===== src/rtl/boot_seq_pkg.sv =====
package boot_seq_pkg;

   typedef enum logic [1:0] {
      BS_CLEAR = 2'd0,
      BS_ISSUE = 2'd1,
      BS_WAIT  = 2'd2,
      BS_DONE  = 2'd3
   } boot_state_e;

   // Timeout length for a selector value: base cycles scaled by powers of two.
   function automatic int unsigned to_cycles(input int unsigned base,
                                             input int unsigned step,
                                             input int unsigned sel);
      return base << (step * sel);
   endfunction

endpackage


===== src/rtl/boot_copy_fsm.sv =====
module boot_copy_fsm
   import boot_seq_pkg::*;
#(
   parameter int ADDR_W = 7,
   parameter int DATA_W = 8,
   parameter int FIRST  = 15,
   parameter int LAST   = 125
) (
   input  logic              clk,
   input  logic              rst_n,
   output logic              nv_rd_req,
   output logic [ADDR_W-1:0] nv_rd_addr,
   input  logic              nv_rd_done,
   input  logic [DATA_W-1:0] nv_rd_data,
   output logic              cp_we,
   output logic [ADDR_W-1:0] cp_addr,
   output logic [DATA_W-1:0] cp_wdata,
   output logic              boot_done
);

   localparam logic [ADDR_W-1:0] FIRST_A = ADDR_W'(FIRST);
   localparam logic [ADDR_W-1:0] LAST_A  = ADDR_W'(LAST);

   boot_state_e       state_q;
   logic [ADDR_W-1:0] addr_q;

   always_ff @(posedge clk or negedge rst_n) begin
      if (!rst_n) begin
         state_q <= BS_CLEAR;
         addr_q  <= '0;
      end else begin
         unique case (state_q)
            BS_CLEAR: begin
               addr_q  <= FIRST_A;
               state_q <= BS_ISSUE;
            end
            BS_ISSUE: state_q <= BS_WAIT;
            BS_WAIT: begin
               if (nv_rd_done) begin
                  if (addr_q == LAST_A) begin
                     state_q <= BS_DONE;
                  end else begin
                     addr_q  <= addr_q + ADDR_W'(1);
                     state_q <= BS_ISSUE;
                  end
               end
            end
            default: state_q <= BS_DONE;
         endcase
      end
   end

   assign nv_rd_req  = (state_q == BS_ISSUE);
   assign nv_rd_addr = addr_q;
   assign cp_we      = (state_q == BS_WAIT) && nv_rd_done;
   assign cp_addr    = addr_q;
   assign cp_wdata   = nv_rd_data;
   assign boot_done  = (state_q == BS_DONE);

   assert_req_in_window_R2 : assert property (@(posedge clk) disable iff (!rst_n)
      nv_rd_req |-> (nv_rd_addr >= FIRST_A) && (nv_rd_addr <= LAST_A));

   assert_done_sticky_R4 : assert property (@(posedge clk) disable iff (!rst_n)
      boot_done |=> boot_done);

   assert_done_after_last_R4 : assert property (@(posedge clk) disable iff (!rst_n)
      $rose(boot_done) |-> ($past(cp_we) && ($past(cp_addr) == LAST_A)));

endmodule


===== src/rtl/boot_shadow_regs.sv =====
module boot_shadow_regs #(
   parameter int ADDR_W   = 7,
   parameter int DATA_W   = 8,
   parameter int CFG_ADDR = 16,
   parameter int SEL_LSB  = 0,
   parameter int SEL_W    = 2
) (
   input  logic              clk,
   input  logic              rst_n,
   input  logic              lock,
   input  logic              cp_we,
   input  logic [ADDR_W-1:0] cp_addr,
   input  logic [DATA_W-1:0] cp_wdata,
   input  logic              host_wr,
   input  logic [ADDR_W-1:0] host_addr,
   input  logic [DATA_W-1:0] host_wdata,
   output logic [DATA_W-1:0] host_rd_data,
   output logic [SEL_W-1:0]  cfg_sel
);

   localparam int DEPTH = 1 << ADDR_W;

   logic [DATA_W-1:0] mem_q [DEPTH];
   logic              host_we;

   assign host_we = host_wr && !lock;

   always_ff @(posedge clk or negedge rst_n) begin
      if (!rst_n) begin
         for (int i = 0; i < DEPTH; i++) mem_q[i] <= '0;
      end else if (cp_we) begin
         mem_q[cp_addr] <= cp_wdata;
      end else if (host_we) begin
         mem_q[host_addr] <= host_wdata;
      end
   end

   assign host_rd_data = lock ? '0 : mem_q[host_addr];
   assign cfg_sel      = mem_q[CFG_ADDR][SEL_LSB +: SEL_W];

   assert_copy_only_locked_R3 : assert property (@(posedge clk) disable iff (!rst_n)
      cp_we |-> lock);

endmodule


===== src/rtl/boot_rst_timer.sv =====
module boot_rst_timer
   import boot_seq_pkg::*;
#(
   parameter int SEL_W   = 2,
   parameter int TO_BASE = 4,
   parameter int TO_STEP = 1
) (
   input  logic             clk,
   input  logic             rst_n,
   input  logic             enable,
   input  logic             in_range,
   input  logic [SEL_W-1:0] sel,
   output logic             rst_out_n
);

   localparam int NSEL   = 1 << SEL_W;
   localparam int MAX_TO = int'(to_cycles(TO_BASE, TO_STEP, NSEL - 1));
   localparam int CNT_W  = $clog2(MAX_TO + 1);

   logic [CNT_W-1:0] tbl [NSEL];
   logic [CNT_W-1:0] limit;
   logic [CNT_W-1:0] cnt_q;
   logic             rel_q;

   for (genvar g = 0; g < NSEL; g++) begin : g_tbl
      assign tbl[g] = CNT_W'(to_cycles(TO_BASE, TO_STEP, g));
   end

   assign limit = tbl[sel];

   always_ff @(posedge clk or negedge rst_n) begin
      if (!rst_n) begin
         cnt_q <= '0;
         rel_q <= 1'b0;
      end else if (!enable || !in_range) begin
         cnt_q <= '0;
         rel_q <= 1'b0;
      end else if (!rel_q) begin
         if (cnt_q >= limit - CNT_W'(1)) rel_q <= 1'b1;
         else                            cnt_q <= cnt_q + CNT_W'(1);
      end
   end

   assign rst_out_n = rel_q;

   assert_rst_low_in_boot_R8 : assert property (@(posedge clk) disable iff (!rst_n)
      !enable |-> !rst_out_n);

   assert_drop_reasserts_R10 : assert property (@(posedge clk) disable iff (!rst_n)
      !in_range |=> !rst_out_n);

   assert_release_needs_range_R9 : assert property (@(posedge clk) disable iff (!rst_n)
      $rose(rst_out_n) |-> ($past(in_range) && $past(enable)));

endmodule


===== src/rtl/boot_rst_seq.sv =====
module boot_rst_seq #(
   parameter int ADDR_W   = 7,
   parameter int DATA_W   = 8,
   parameter int FIRST    = 15,
   parameter int LAST     = 125,
   parameter int CFG_ADDR = 16,
   parameter int SEL_LSB  = 0,
   parameter int SEL_W    = 2,
   parameter int TO_BASE  = 4,
   parameter int TO_STEP  = 1
) (
   input  logic              clk,
   input  logic              rst_n,
   output logic              nv_rd_req,
   output logic [ADDR_W-1:0] nv_rd_addr,
   input  logic              nv_rd_done,
   input  logic [DATA_W-1:0] nv_rd_data,
   input  logic              host_wr,
   input  logic [ADDR_W-1:0] host_addr,
   input  logic [DATA_W-1:0] host_wdata,
   output logic [DATA_W-1:0] host_rd_data,
   input  logic              all_in_range,
   output logic              boot_done,
   output logic              fault_mask,
   output logic              io_drive_en,
   output logic              rst_out_n
);

   if (FIRST > LAST || LAST >= (1 << ADDR_W)) begin : g_bad_window
      $error("copy window does not fit the address space");
   end
   if (CFG_ADDR < FIRST || CFG_ADDR > LAST) begin : g_bad_cfg
      $error("timeout selector must lie inside the copied window");
   end
   if (SEL_LSB + SEL_W > DATA_W || TO_BASE < 1) begin : g_bad_sel
      $error("timeout selector field or base out of range");
   end

   logic              cp_we;
   logic [ADDR_W-1:0] cp_addr;
   logic [DATA_W-1:0] cp_wdata;
   logic [SEL_W-1:0]  cfg_sel;

   boot_copy_fsm #(
      .ADDR_W(ADDR_W), .DATA_W(DATA_W), .FIRST(FIRST), .LAST(LAST)
   ) u_copy (
      .clk(clk), .rst_n(rst_n),
      .nv_rd_req(nv_rd_req), .nv_rd_addr(nv_rd_addr),
      .nv_rd_done(nv_rd_done), .nv_rd_data(nv_rd_data),
      .cp_we(cp_we), .cp_addr(cp_addr), .cp_wdata(cp_wdata),
      .boot_done(boot_done)
   );

   boot_shadow_regs #(
      .ADDR_W(ADDR_W), .DATA_W(DATA_W), .CFG_ADDR(CFG_ADDR),
      .SEL_LSB(SEL_LSB), .SEL_W(SEL_W)
   ) u_regs (
      .clk(clk), .rst_n(rst_n), .lock(!boot_done),
      .cp_we(cp_we), .cp_addr(cp_addr), .cp_wdata(cp_wdata),
      .host_wr(host_wr), .host_addr(host_addr), .host_wdata(host_wdata),
      .host_rd_data(host_rd_data), .cfg_sel(cfg_sel)
   );

   boot_rst_timer #(
      .SEL_W(SEL_W), .TO_BASE(TO_BASE), .TO_STEP(TO_STEP)
   ) u_timer (
      .clk(clk), .rst_n(rst_n), .enable(boot_done),
      .in_range(all_in_range), .sel(cfg_sel), .rst_out_n(rst_out_n)
   );

   assign fault_mask  = !boot_done;
   assign io_drive_en = boot_done;

endmodule


===== config.mk =====
export PLATFORM = sky130hd
export DESIGN_NAME = boot_rst_seq
export DESIGN_NICKNAME = d
export VERILOG_FILES = /design/src/rtl/boot_seq_pkg.sv /design/src/rtl/boot_copy_fsm.sv /design/src/rtl/boot_shadow_regs.sv /design/src/rtl/boot_rst_timer.sv /design/src/rtl/boot_rst_seq.sv
export SDC_FILE = /design/constraint.sdc
export NUM_CORES = 2
export LEC_CHECK = 0
export CORE_MARGIN = 3
export CORE_UTILIZATION = 40
export CTS_BUF_LIST = sky130_fd_sc_hd__clkbuf_16
export DETAILED_ROUTE_END_ITERATION = 10
export DONT_BUFFER_PORTS = 1
export SYNTH_ARGS = -nofsm -noshare
export SYNTH_HDL_FRONTEND = slang
export SYNTH_SLANG_ARGS = --single-unit

===== constraint.sdc =====
create_clock -name clk -period 2.35 [get_ports clk]
set_input_delay 0 -clock clk [delete_from_list [all_inputs] [get_ports clk]]
set_output_delay 0 -clock clk [all_outputs]
set_load 0.02 [all_outputs]

==> out/qor.yml <==
drive_above_1_share: 0.237
final_area_mm2: 0.0709
clk_path_buf_depth: 3
grt_pass1_wl_um: 399000
hold_viol_final: 518
synthMuxAreaShare: 0.0207
ir_drop_mv: 0.736
synth_nets: 5905
synth_fa_ha_area_frac: 0.00155
hp-class: "input pin to asynchronous set/reset pin"
endpoint_kind: "output port"
wl_per_cell_um: 33.4
rows: 137
place_congestion: 1.07
dp_hpwl_um: 185000
cts-root-buf: "clkbuf_16"
clkLatencyLatePin_ns: 0.81
yosysTopAreaCell: "dfrtp_1"
cts-buffers-inserted: 120
dp_slack_ns: -0.668
synth_compound_area_frac: 0.364
r2r_slack_ns: 0.04
p_leak_nw: 27.9
power_density_mw_per_mm2: 782
ant_nets: 0
drc: 0
fillers: 12800
routed_wl_um: 280000
async_reset_ff_frac: 1.00
core_mm2: 0.140
fin_util: 0.506
grt_use_total: 0.370
r2r-end: "u_regs.mem_q[840]"
clk_pin_slew_ns: 0.06
synth_area_per_cell_um2: 9.65
cp.arrival_ns: 3.31
vias: 58500
period_needed_ns: 3.31
ys_seq_elements: 1040
multiInputGateArea_mm2: 0.0285
dp_cells: 8132
antenna_found_initial: 10
drtIter0Drc: 9105
dieHeight_um: 382
p_total_mw: 55.5
synth_most_common_cell: "dfrtp_1"
grt_pass1_vias: 55100
die_x_um: 382
syn-cell-area_mm2: 0.0566
synthTopCellsByArea: "dfrtp_1, a22oi_1, o221ai_1"
htreeDepth: 3
synth-seq-area-share: 0.460
initial_core_util: 0.404
synth-simple-area-share: 0.0998
fin_cells: 8385
r2r-start: "u_copy.state_q[0]"
max-cap-violations: 0
synth_edf_count: 0
clkSinkCount: 1040
setup_viol_count_final: 8
die_area_mm2: 0.146
fin_worst_skew_ns: 0.0518
setup_slack_ns: -0.955
synthXorXnorAreaFrac: 0.00108
fin_nets: 6440
overflow: 0
ys_types: 92
seqCellArea_mm2: 0.0260
slew_viol_final: 0
crit_fanout: 2
tightest_slew_ns: 1.35
dpl_cell_area_mm2: 0.0661
rsz0062_at_grt: "yes"
synth_top_area_share: 0.460
status: "finished, violations left"
startpoint_type: "register"
area_growth_pct: 25.3
synth_top_family_by_area: "compound AO/OA/AOI/OAI gates"
cts_tree: "built"
crit_type: "register to output port"
drt_pass1_iterations: 9
synth.yosys.warnings: 0
io_buffers: 0
grt_max_degree: 258
vias_per_cell: 6.98
io_pins: 48
fin_crit_sh: 1.41
cp.required_ns: 2.35
max_freq_ghz: 0.303
reg2regPathDepth: 7
syn_inst: 5870
hold_slack_ns: -1.07
relSlewSlack: 0.102
synth_common_cells: "dfrtp_1, a22oi_1, nand2_1"
violations: "hold timing, setup timing"
tns_ns: -5.98
synth_flop_cell: "dfrtp_1"
==> logic make-up (layout without fill, tap and decap cells) <==
group / Yosys count / in the layout
compound gates: 2853 / 2853
simple gates: 1257 / 1257
flops: 1040 / 1040
buf+inv: 627 / 1256
mux: 78 / 78
fa+ha+maj: 7 / 7
xor+xnor: 7 / 7
other cells: 1 / 11
==> worst max-delay path by stage <==
stage / slack, ns / to / startpoint / depth (start not counted)
after CTS: -0.89 / host_rd_data[1] / u_regs.mem_q[809] / 7
after detailed placement: -0.67 / host_rd_data[7] / host_addr[2] / 11
final: -0.96 / host_rd_data[1] / u_regs.mem_q[809] / 7
after floorplan: 0.12 / u_regs.mem_q[216] / u_copy.state_q[0] / 7
after global routing: -0.91 / host_rd_data[1] / u_regs.mem_q[809] / 7
after global placement: -0.63 / host_rd_data[3] / host_addr[1] / 13
==> report_power, final <==
| group | switching, mW | internal (mW) | leakage, nW |
|---|---|---|---|
| Sequential | 2.32 | 20.7 | 14.0 |
| Clock | 8.41 | 10.1 | 1.93 |
| Combinational | 8.74 | 5.20 | 12.0 |
==> sequential cells by signal, indices dropped and copies added, names as in the netlist <==
register / flops
u_copy.state_q: 2
u_timer.rst_out_n: 1
u_regs.mem_q: 1022
u_regs.cfg_sel: 2
u_timer.cnt_q: 6
u_copy.cp_addr: 7
==> critical path, cell delays in order (launching register included) <==
cell and delay (ns):
dfrtp_1 0.40, inv_2 0.08, o21ai_2 0.06, a222oi_1 0.82, o311a_1 0.39, o22ai_2 0.11
o31a_1 0.47, buf_12 0.21
==> repair_timing <==
item	4_1_cts	5_1_grt
endpoints found under the hold margin	1858	615
hold buffers	29	2
buffers inserted	0	6
gates resized for setup	88	65
pin swaps	33	45
endpoints found under the setup margin	1012	764
==> cell usage in the layout (no fill, tap or decap), types with 10 or more instances in the layout <==
cell type and count:
dfrtp_1 1036, buf_4 764, a22oi_1 698, nand2_1 462, nor2_1 460, o21ai_0 420, o221ai_1 412, o21a_1 405
a21oi_1 365, a221oi_1 233, buf_12 194, clkbuf_16 121, nor2_2 77, nand2_2 60, inv_1 58, o22ai_1 57
o22ai_2 51, mux2i_1 35, a222oi_1 32, clkinv_1 30, mux4_2 30, a22o_1 30, dlygate4sd3_1 29, nor3_1 26
nor2_4 24, clkinv_2 20, a22oi_2 18, nor2b_1 17, o21ai_1 14, nand2b_1 13, nand3_1 12, a22o_2 12
diode_2 10, and2_4 10, nand4_1 10, and3_4 10
==> layer usage <==
metal | GRT usage | vias to the layer above | wire, um
li1 | - | 24000 | -
met1 | 0.485 | 29100 | 106000
met2 | 0.522 | 4435 | 114000
met3 | 0.147 | 1009 | 40900
met4 | 0.197 | 12 | 18500
met5 | 0.00231 | - | 114
==> area by class of cell <==
class	instances	share of cell area
Antenna cell	10	0.000353
Clock buffer	121	0.0427
Clock inverter	95	0.00986
Inverter	40	0.00215
Multi-Input combinational cell	4203	0.401
Sequential cell	1040	0.367
Tap cell	1876	0.0331
Timing Repair Buffer	1000	0.143
Note: power is estimated with default switching activity, not from simulation.
